## config.mk

```make
export PLATFORM = sky130hd
export DESIGN_NAME = qirq_unit
export DESIGN_NICKNAME = d
export VERILOG_FILES = /design/src/rtl/qirq_pkg.sv /design/src/rtl/qirq_decode.sv /design/src/rtl/qirq_qfile.sv /design/src/rtl/qirq_srcstate.sv /design/src/rtl/qirq_unit.sv
export SDC_FILE = /design/constraint.sdc
export NUM_CORES = 1
export LEC_CHECK = 0
export ABC_CLOCK_PERIOD_IN_PS = 5800
export BUFFER_PORTS_ARGS = -buffer_cell sky130_fd_sc_hd__buf_4
export CAP_MARGIN = 10
export CORE_ASPECT_RATIO = 2
export CORE_MARGIN = 3
export CORE_UTILIZATION = 43
export DETAILED_ROUTE_END_ITERATION = 16
export SYNTH_ARGS = -nofsm -noshare
export SYNTH_HDL_FRONTEND = slang
export SYNTH_HIERARCHICAL = 1
export SYNTH_SLANG_ARGS = --single-unit
```

## constraint.sdc

```tcl
create_clock -name clk -period 5.8 [get_ports clk]
set_clock_uncertainty 0.2 [all_clocks]
set_input_delay 1.16 -clock clk [delete_from_list [all_inputs] [get_ports clk]]
set_output_delay 1.16 -clock clk [all_outputs]
set_load 0.005 [all_outputs]
```

## src/rtl/qirq_pkg.sv

```systemverilog
package qirq_pkg;

  localparam logic [6:0] OPC_CUSTOM0 = 7'b0001011;

  localparam int SRC_TIMER   = 0;
  localparam int SRC_ILLEGAL = 1;
  localparam int SRC_BUSERR  = 2;

  typedef enum logic [2:0] {
    OP_GETQ    = 3'd0,
    OP_SETQ    = 3'd1,
    OP_RETIRQ  = 3'd2,
    OP_MASKIRQ = 3'd3,
    OP_WAITIRQ = 3'd4,
    OP_TIMER   = 3'd5,
    OP_NONE    = 3'd6,
    OP_ILL     = 3'd7
  } op_e;

  typedef struct packed {
    op_e        op;
    logic [4:0] rd;
    logic [4:0] rs1f;
  } dec_t;

endpackage

```

## src/rtl/qirq_decode.sv

```systemverilog
module qirq_decode
  import qirq_pkg::*;
(
  input  logic [31:0] word,
  output dec_t        dec
);

  logic [6:0] f7;
  logic [2:0] f3;
  logic [6:0] opc;
  logic       unused_rs2;

  assign f7  = word[31:25];
  assign f3  = word[14:12];
  assign opc = word[6:0];
  assign unused_rs2 = ^word[24:20];

  always_comb begin
    dec.rd   = word[11:7];
    dec.rs1f = word[19:15];
    if (opc != OPC_CUSTOM0) begin
      dec.op = OP_NONE;
    end else if (f3 != 3'd0 || f7 > 7'd5) begin
      dec.op = OP_ILL;
    end else begin
      dec.op = op_e'(f7[2:0]);
    end
  end

endmodule

```

## src/rtl/qirq_qfile.sv

```systemverilog
module qirq_qfile #(
  parameter int XLEN = 32,
  parameter int NQ   = 4,
  localparam int QW  = $clog2(NQ)
) (
  input  logic            clk,
  input  logic            rst_n,
  input  logic            set_en,
  input  logic [QW-1:0]   set_sel,
  input  logic [XLEN-1:0] set_val,
  input  logic            ent_en,
  input  logic [XLEN-1:0] ent_pc,
  input  logic [XLEN-1:0] ent_bits,
  input  logic [QW-1:0]   rd_sel,
  output logic [XLEN-1:0] rd_val,
  output logic [XLEN-1:0] q0_val
);

  logic [NQ-1:0][XLEN-1:0] qflat;

  for (genvar i = 0; i < NQ; i++) begin : g_q
    logic [XLEN-1:0] qr;
    logic            hit;
    assign hit = set_en && (set_sel == QW'(i));
    always_ff @(posedge clk) begin
      if (!rst_n) begin
        qr <= '0;
      end else if (ent_en && i == 0) begin
        qr <= ent_pc;
      end else if (ent_en && i == 1) begin
        qr <= ent_bits;
      end else if (hit) begin
        qr <= set_val;
      end
    end
    assign qflat[i] = qr;
  end

  assign rd_val = qflat[rd_sel];
  assign q0_val = qflat[0];

endmodule

```

## src/rtl/qirq_srcstate.sv

```systemverilog
module qirq_srcstate #(
  parameter int NIRQ = 32
) (
  input  logic            clk,
  input  logic            rst_n,
  input  logic [NIRQ-1:0] req,
  input  logic [NIRQ-1:0] take_bits,
  input  logic            mask_we,
  input  logic [NIRQ-1:0] mask_wval,
  output logic [NIRQ-1:0] mask,
  output logic [NIRQ-1:0] pend
);

  always_ff @(posedge clk) begin
    if (!rst_n) begin
      mask <= '1;
    end else if (mask_we) begin
      mask <= mask_wval;
    end
  end

  for (genvar b = 0; b < NIRQ; b++) begin : g_pend
    always_ff @(posedge clk) begin
      if (!rst_n) begin
        pend[b] <= 1'b0;
      end else if (req[b]) begin
        pend[b] <= 1'b1;
      end else if (take_bits[b]) begin
        pend[b] <= 1'b0;
      end
    end
  end

endmodule

```

## src/rtl/qirq_unit.sv

```systemverilog
module qirq_unit
  import qirq_pkg::*;
#(
  parameter int              XLEN       = 32,
  parameter int              NIRQ       = 32,
  parameter int              NQ         = 4,
  parameter logic [XLEN-1:0] HANDLER_PC = 32'h0000_0010
) (
  input  logic            clk,
  input  logic            rst_n,
  input  logic            ins_valid,
  output logic            ins_ready,
  input  logic [31:0]     ins_word,
  input  logic [XLEN-1:0] rs1_val,
  input  logic [XLEN-1:0] cur_pc,
  input  logic [NIRQ-1:0] irq_req,
  input  logic            ill_in,
  input  logic            bus_err,
  input  logic            timer_irq,
  input  logic [XLEN-1:0] timer_cur,
  output logic            rd_we,
  output logic [4:0]      rd_idx,
  output logic [XLEN-1:0] rd_val,
  output logic            redir_valid,
  output logic [XLEN-1:0] redir_pc,
  output logic            ill_flag,
  output logic            timer_ld,
  output logic [XLEN-1:0] timer_ld_val,
  output logic            halt
);

  localparam int QW = $clog2(NQ);

  dec_t            dec;
  op_e             op;
  logic            fire;
  logic            irq_take;
  logic            wake;
  logic            waiting_q;
  logic            halt_q;
  logic            irq_en_q;
  logic [4:0]      wait_rd_q;
  logic [NIRQ-1:0] mask;
  logic [NIRQ-1:0] pend;
  logic [NIRQ-1:0] live;
  logic [NIRQ-1:0] src;
  logic [NIRQ-1:0] take_bits;
  logic [XLEN-1:0] q_rd;
  logic [XLEN-1:0] q0;
  logic            ill_evt;
  logic            halt_set;
  logic            any_pend;
  logic            unused_rs1f;

  qirq_decode u_dec (
    .word (ins_word),
    .dec  (dec)
  );

  assign unused_rs1f = ^dec.rs1f[4:QW];

  assign live      = pend & ~mask;
  assign any_pend  = |pend;
  assign irq_take  = !halt_q && !waiting_q && irq_en_q && (|live);
  assign ins_ready = !halt_q && !waiting_q && !irq_take;
  assign fire      = ins_valid && ins_ready;
  assign op        = fire ? dec.op : OP_NONE;
  assign wake      = waiting_q && any_pend && !halt_q;
  assign take_bits = irq_take ? live : '0;

  assign ill_evt  = (op == OP_ILL) || ill_in;
  assign halt_set = (ill_evt && mask[SRC_ILLEGAL]) || (bus_err && mask[SRC_BUSERR]);

  always_comb begin
    src = irq_req;
    src[SRC_TIMER]   = irq_req[SRC_TIMER] | timer_irq;
    src[SRC_ILLEGAL] = irq_req[SRC_ILLEGAL] | ill_evt;
    src[SRC_BUSERR]  = irq_req[SRC_BUSERR] | bus_err;
  end

  qirq_srcstate #(.NIRQ(NIRQ)) u_src (
    .clk       (clk),
    .rst_n     (rst_n),
    .req       (src),
    .take_bits (take_bits),
    .mask_we   (op == OP_MASKIRQ),
    .mask_wval (rs1_val[NIRQ-1:0]),
    .mask      (mask),
    .pend      (pend)
  );

  qirq_qfile #(.XLEN(XLEN), .NQ(NQ)) u_q (
    .clk      (clk),
    .rst_n    (rst_n),
    .set_en   (op == OP_SETQ),
    .set_sel  (dec.rd[QW-1:0]),
    .set_val  (rs1_val),
    .ent_en   (irq_take),
    .ent_pc   (cur_pc),
    .ent_bits (XLEN'(live)),
    .rd_sel   (dec.rs1f[QW-1:0]),
    .rd_val   (q_rd),
    .q0_val   (q0)
  );

  // write-back selection
  logic            wb_en;
  logic [4:0]      wb_idx;
  logic [XLEN-1:0] wb_val;

  always_comb begin
    wb_en  = 1'b0;
    wb_idx = dec.rd;
    wb_val = '0;
    unique case (op)
      OP_GETQ:    begin wb_en = 1'b1; wb_val = q_rd; end
      OP_MASKIRQ: begin wb_en = 1'b1; wb_val = XLEN'(mask); end
      OP_TIMER:   begin wb_en = 1'b1; wb_val = timer_cur; end
      OP_WAITIRQ: begin wb_en = any_pend; wb_val = XLEN'(pend); end
      default:    ;
    endcase
    if (wake) begin
      wb_en  = 1'b1;
      wb_idx = wait_rd_q;
      wb_val = XLEN'(pend);
    end
    if (wb_idx == 5'd0) begin
      wb_en = 1'b0;
    end
  end

  always_ff @(posedge clk) begin
    if (!rst_n) begin
      waiting_q <= 1'b0;
      halt_q    <= 1'b0;
      irq_en_q  <= 1'b1;
      wait_rd_q <= 5'd0;
    end else begin
      if (halt_set) begin
        halt_q <= 1'b1;
      end
      if (op == OP_WAITIRQ && !any_pend) begin
        waiting_q <= 1'b1;
        wait_rd_q <= dec.rd;
      end else if (wake) begin
        waiting_q <= 1'b0;
      end
      if (irq_take) begin
        irq_en_q <= 1'b0;
      end else if (op == OP_RETIRQ) begin
        irq_en_q <= 1'b1;
      end
    end
  end

  always_ff @(posedge clk) begin
    if (!rst_n) begin
      rd_we        <= 1'b0;
      rd_idx       <= 5'd0;
      rd_val       <= '0;
      redir_valid  <= 1'b0;
      redir_pc     <= '0;
      ill_flag     <= 1'b0;
      timer_ld     <= 1'b0;
      timer_ld_val <= '0;
    end else begin
      rd_we    <= wb_en;
      ill_flag <= (op == OP_ILL);
      timer_ld <= (op == OP_TIMER);
      if (wb_en) begin
        rd_idx <= wb_idx;
        rd_val <= wb_val;
      end
      if (op == OP_TIMER) begin
        timer_ld_val <= rs1_val;
      end
      redir_valid <= irq_take || (op == OP_RETIRQ);
      if (irq_take) begin
        redir_pc <= HANDLER_PC;
      end else if (op == OP_RETIRQ) begin
        redir_pc <= q0;
      end
    end
  end

  assign halt = halt_q;

endmodule

```

-- After elaboration in Yosys (flattened, before gate mapping)
Index checks and enable logic that the tools add are counted.
- add/subtract/negate cells: 0
- multiply operators: 0
- div/mod/pow operators: 0
- magnitude comparators: 2
- equal/unequal tests: 10
- shift-type cells: 0
- muxes and demuxes: 86
- bitwise gates (word level): 6
- reduce and logical (&&, ||, !) cells: 66
- operators with widths (operator ; number):
    32-bit 2-to-1 mux ; 7
    32-bit case mux with 4 select lines ; 1
    2-bit nonzero test ; 36
    1-bit 2-to-1 mux ; 70
    32-bit binary-select mux with 2-bit select ; 1
    32-bit OR reduction ; 2
    32-bit AND ; 1
    32-bit inverter ; 1
    5-bit 2-to-1 mux ; 3
    1-bit logical AND ; 14
    3-bit == test (second input constant) ; 3
    3-bit 2-to-1 mux ; 3
    7-bit by 3-bit greater-than comparator with 1-bit output (second input constant) ; 1
    7-bit by 4-bit != test with 1-bit output (second input constant) ; 1
    3-bit by 2-bit == test with 1-bit output (second input constant) ; 2
    5-bit zero test ; 1
    2-bit == test (second input constant) ; 2
    1-bit zero test ; 4
    1-bit logical OR ; 4
    3-bit by 1-bit == test with 1-bit output (second input constant) ; 1
    3-bit zero test ; 1
    2-bit by 3-bit < comparator with 1-bit output (second input constant) ; 1
    1-bit bitwise OR ; 3
    3-bit nonzero test ; 1
    6 further kinds ; 6
- flip-flop bits (word level): 305
- latch bits: 0
- memory bits (writable): 0
- ROM bits: 0
- input port bits: 166
- output and inout port bits: 107
- memories kept: 0

-- Longest topological paths before layout
- depth after elaboration: 13
- depth in mapped cells: 13

-- By module
Netlist, hierarchy kept.
- by module, submodules not included (module ; times used ; cells an instance ; area an instance (um2) ; seq. area each (um2)):
    qirq_qfile ; 1 ; 616 ; 6242.2 ; 2562.5
    qirq_unit ; 1 ; 786 ; 6204.7 ; 2262.2
    qirq_srcstate ; 1 ; 203 ; 2252.2 ; 1281.2
    qirq_decode ; 1 ; 19 ; 147.6 ; 0.0

-- Worst setup path after synthesis
No wires, ideal clock.
- path kind: input to register
- start point: input port ins_word[4]
- end point: register u_q.g_q[0].qr[22] (netlist: u_q/q0_val[22])
- library setup time: 0.059 ns
- arrival: 3.707 ns
- data required time: 5.541 ns
- setup slack: 1.834 ns
- stages: 12
- cell sequence: nor4b_2 -> nand4b_1 -> o21ba_2 -> clkbuf_1 -> clkbuf_1 -> nand3_1 -> nor3_1 -> nor3b_2 -> or2_1 -> buf_2 -> buf_2 -> o211a_1
- RTL lines (element ; line ; text):
    from (decl) ; qirq_unit.sv:13 ; input logic [31:0] ins_word,
    to (signal assigned) ; qirq_qfile.sv:29 ; qr <= ent_pc;
    to (signal assigned) ; qirq_qfile.sv:31 ; qr <= ent_bits;
    to (signal assigned) ; qirq_qfile.sv:33 ; qr <= set_val;
    to (decl) ; qirq_qfile.sv:22 ; logic [XLEN-1:0] qr;

-- Worst setup path in the final report
- start point: register u_src.pend[0]
- end point: output port ins_ready
- longest elaborated chain between the ends: 5
- RTL lines (element ; line ; text):
    from (decl) ; qirq_srcstate.sv:11 ; output logic [NIRQ-1:0] pend
    from (signal, indexed assignment) ; qirq_srcstate.sv:25 ; pend[b] <= 1'b0;
    from (signal, indexed assignment) ; qirq_srcstate.sv:27 ; pend[b] <= 1'b1;
    from (signal, indexed assignment) ; qirq_srcstate.sv:29 ; pend[b] <= 1'b0;
    32-bit AND ; qirq_unit.sv:62 ; assign live = pend & ~mask;
    named net live[0] ; qirq_unit.sv:45 ; logic [NIRQ-1:0] live;
    32-bit OR reduction ; qirq_unit.sv:64 ; assign irq_take = !halt_q && !waiting_q && irq_en_q && (|live);
    1-bit logical AND ; qirq_unit.sv:64 ;
    1-bit zero test ; qirq_unit.sv:65 ; assign ins_ready = !halt_q && !waiting_q && !irq_take;
    1-bit logical AND ; qirq_unit.sv:65 ;
    to (decl) ; qirq_unit.sv:12 ; output logic ins_ready,
The timed path passes the listed nets, and every way through them passes these cells.

==> run_results.csv <==
group,metric,value,unit
run_status,status,"finished, final reports clean",
timing,tightestPinTransition,1160,ps
synthesis,synth_warnings,6,
setup_path,slowest_delay,490,ps
die,core.rowCount,95,
detailed_routing,ant_nets,0,
min_path,holdCritPathClass,"register to register",
detailed_routing,met3WireLength,2850,um
setup_path,crit_path_start_kind,"register",
timing,max_slew_margin,0.226,
timing,fin_hold_ws,252,ps
cts,cts_setup_buffers,0,
placed_design,place_congestion,0.861,
setup_path,path_class,"register to output port",
power,peakVddDrop,0.248,mV
cts,cts_resized,0,
global_route,grt_max_degree,226,
setup_path,worst-path-max-fanout,111,
global_route,grt_pass1_vias,12500,
timing,max_freq,226,MHz
synthesis,syn_area,14800,um^2
setup_path,cp_num_buf_inv,2,
power,p_leak,0.00707,uW
synthesis,synth_nets,1787,
die,io_pins,273,
power,powerDensity,254,nW/um^2
cts,cts-root-buf,"clkbuf_16",
timing,fin_crit,4420,ps
detailed_routing,drt-met1-wl,20000,um
detailed_routing,wl_per_cell,21.4,um
placed_design,dp.final_hpwl,32600,um
cts,clock_latency,560,ps
die,initial_core_util,0.439,
detailed_routing,via_count,13100,
cts,cts_max_level,1,
detailed_routing,dr.pass1.iters,5,
finish,drive_above_1_share,0.220,
finish,finalCoreUtilization,0.530,
cts,cts_buffers,28,
global_route,antenna_found_initial,0,
setup_path,end_kind,"output port",
detailed_routing,drc,0,
detailed_routing,drt_iter0_drc,916,
setup_path,critPathSlowestCell,"nor4_1",
die,coreArea,33800,um^2
timing,rsz0062_at_grt,"false",
placed_design,io_buffers,264,
die,die_h,269,um
cts,hold_buffers,0,
global_route,grt_usage,0.248,
timing,period_share,0.762,
finish,fillers,3215,
die,die_x,137,um
finish,areaGrowthSynthToFinish,20.8,%
setup_path,path_cells,"nor2b_1 -> nor4_1 -> nand4_1 -> o21bai_4 -> inv_6 -> nor3_1 -> buf_4",
detailed_routing,routed.top_layer,"met4",
global_route,grt_pass1_wl,72500,um
setup_path,arrival,3060,ps
timing,fin_tns_setup,0,ps
finish,multi_input_area,7930,um^2
global_route,grt_overflow_total,0,
cts,clk_pin_slew,60,ps
synthesis,syn_area_per_cell,9.15,um^2
detailed_routing,wl_met2,23500,um
finish,fin_nets,1942,
timing,setup_viol,0,
finish,seq_area,6110,um^2
synthesis,synthCells,1621,
die,dieArea,36900,um^2
setup_path,cp_data_required_time,4440,ps
cts,cts_sinks,305,
timing,slew_violations,0,
finish,diodes,0,
detailed_routing,via_per_inst,5.85,
job,drv_cap,0,
cts,cts_buffer_depth,3,
timing,hold_violations,0,
cts,tritoncts,"built",
setup_path,cpLargestDelayFamily,"simple AND/OR/NAND/NOR gates",
detailed_routing,wl,47800,um
final timing paths:
kind / startpoint / endpoint / slack [ps] / cells after the start
worst min register to register: u_q/g_q[2].qr[13] / u_q/g_q[2].qr[13] / 250 / 2
worst min-delay path: u_q/g_q[2].qr[13] / u_q/g_q[2].qr[13] / 250 / 2
worst max register to register: u_src/pend[0] / u_q/q0_val[12] / 1750 / 11
worst max-delay path: u_src/pend[0] / ins_ready / 1380 / 7
metal layers:
layer | vias up | track usage
met5 | - | 0
met3 | 72 | 0.0278
li1 | 6198 | -
met1 | 6305 | 0.330
met4 | 0 | 0.0826
met2 | 490 | 0.420
worst min-delay path: stages (launching register included):
cell      delay, ps
dfxtp_1         310
nand2_1          50
a21boi_1         50
metrics by stage:
stage	total power, uW	instance area [um^2]	std cells	setup WS [ps]
floorplan	2290	14800	1621	1830
global placement	2440	16800	2182	1390
detailed placement	2440	16800	2182	1370
CTS	4600	17900	2233	1360
global route	4690	17900	2233	1220
finish	4560	17900	2233	1380
power by group:
part / switching, uW / internal (uW)
clock network: 853 / 1310
logic: 137 / 127
registers: 19.2 / 2110
layout make-up:
type / instances / area share
flip-flops and latches: 305 / 0.341
clock inverters: 14 / 0.0141
clock buffers: 37 / 0.0461
well taps: 436 / 0.0305
multi-input cells: 1145 / 0.443
inverters: 3 / 0.000908
repair buffers: 293 / 0.124
cells in the final DEF (no fill, tap or decap), drive strengths merged, types with 41 or more instances in the layout:
cell type  count
dfxtp        305
a21oi         42
o21ai        163
a21boi        64
a311oi        70
mux2i        133
o211a         64
nor2b         66
buf          293
nor3          41
nand2        264
sequential cells by signal, summed over array words and instances, names as in the netlist:
name,count
redir_pc,32
rd_val,32
u_src/mask,32
u_q/g_q.qr,96
timer_ld_val,32
waiting_q,1
timer_ld,1
redir_valid,1
ill_flag,1
wait_rd_q,5
u_src/pend,32
irq_en_q,1
rd_we,1
u_q/q0_val,32
rd_idx,5
halt,1
(Power assumes the default switching activity.)
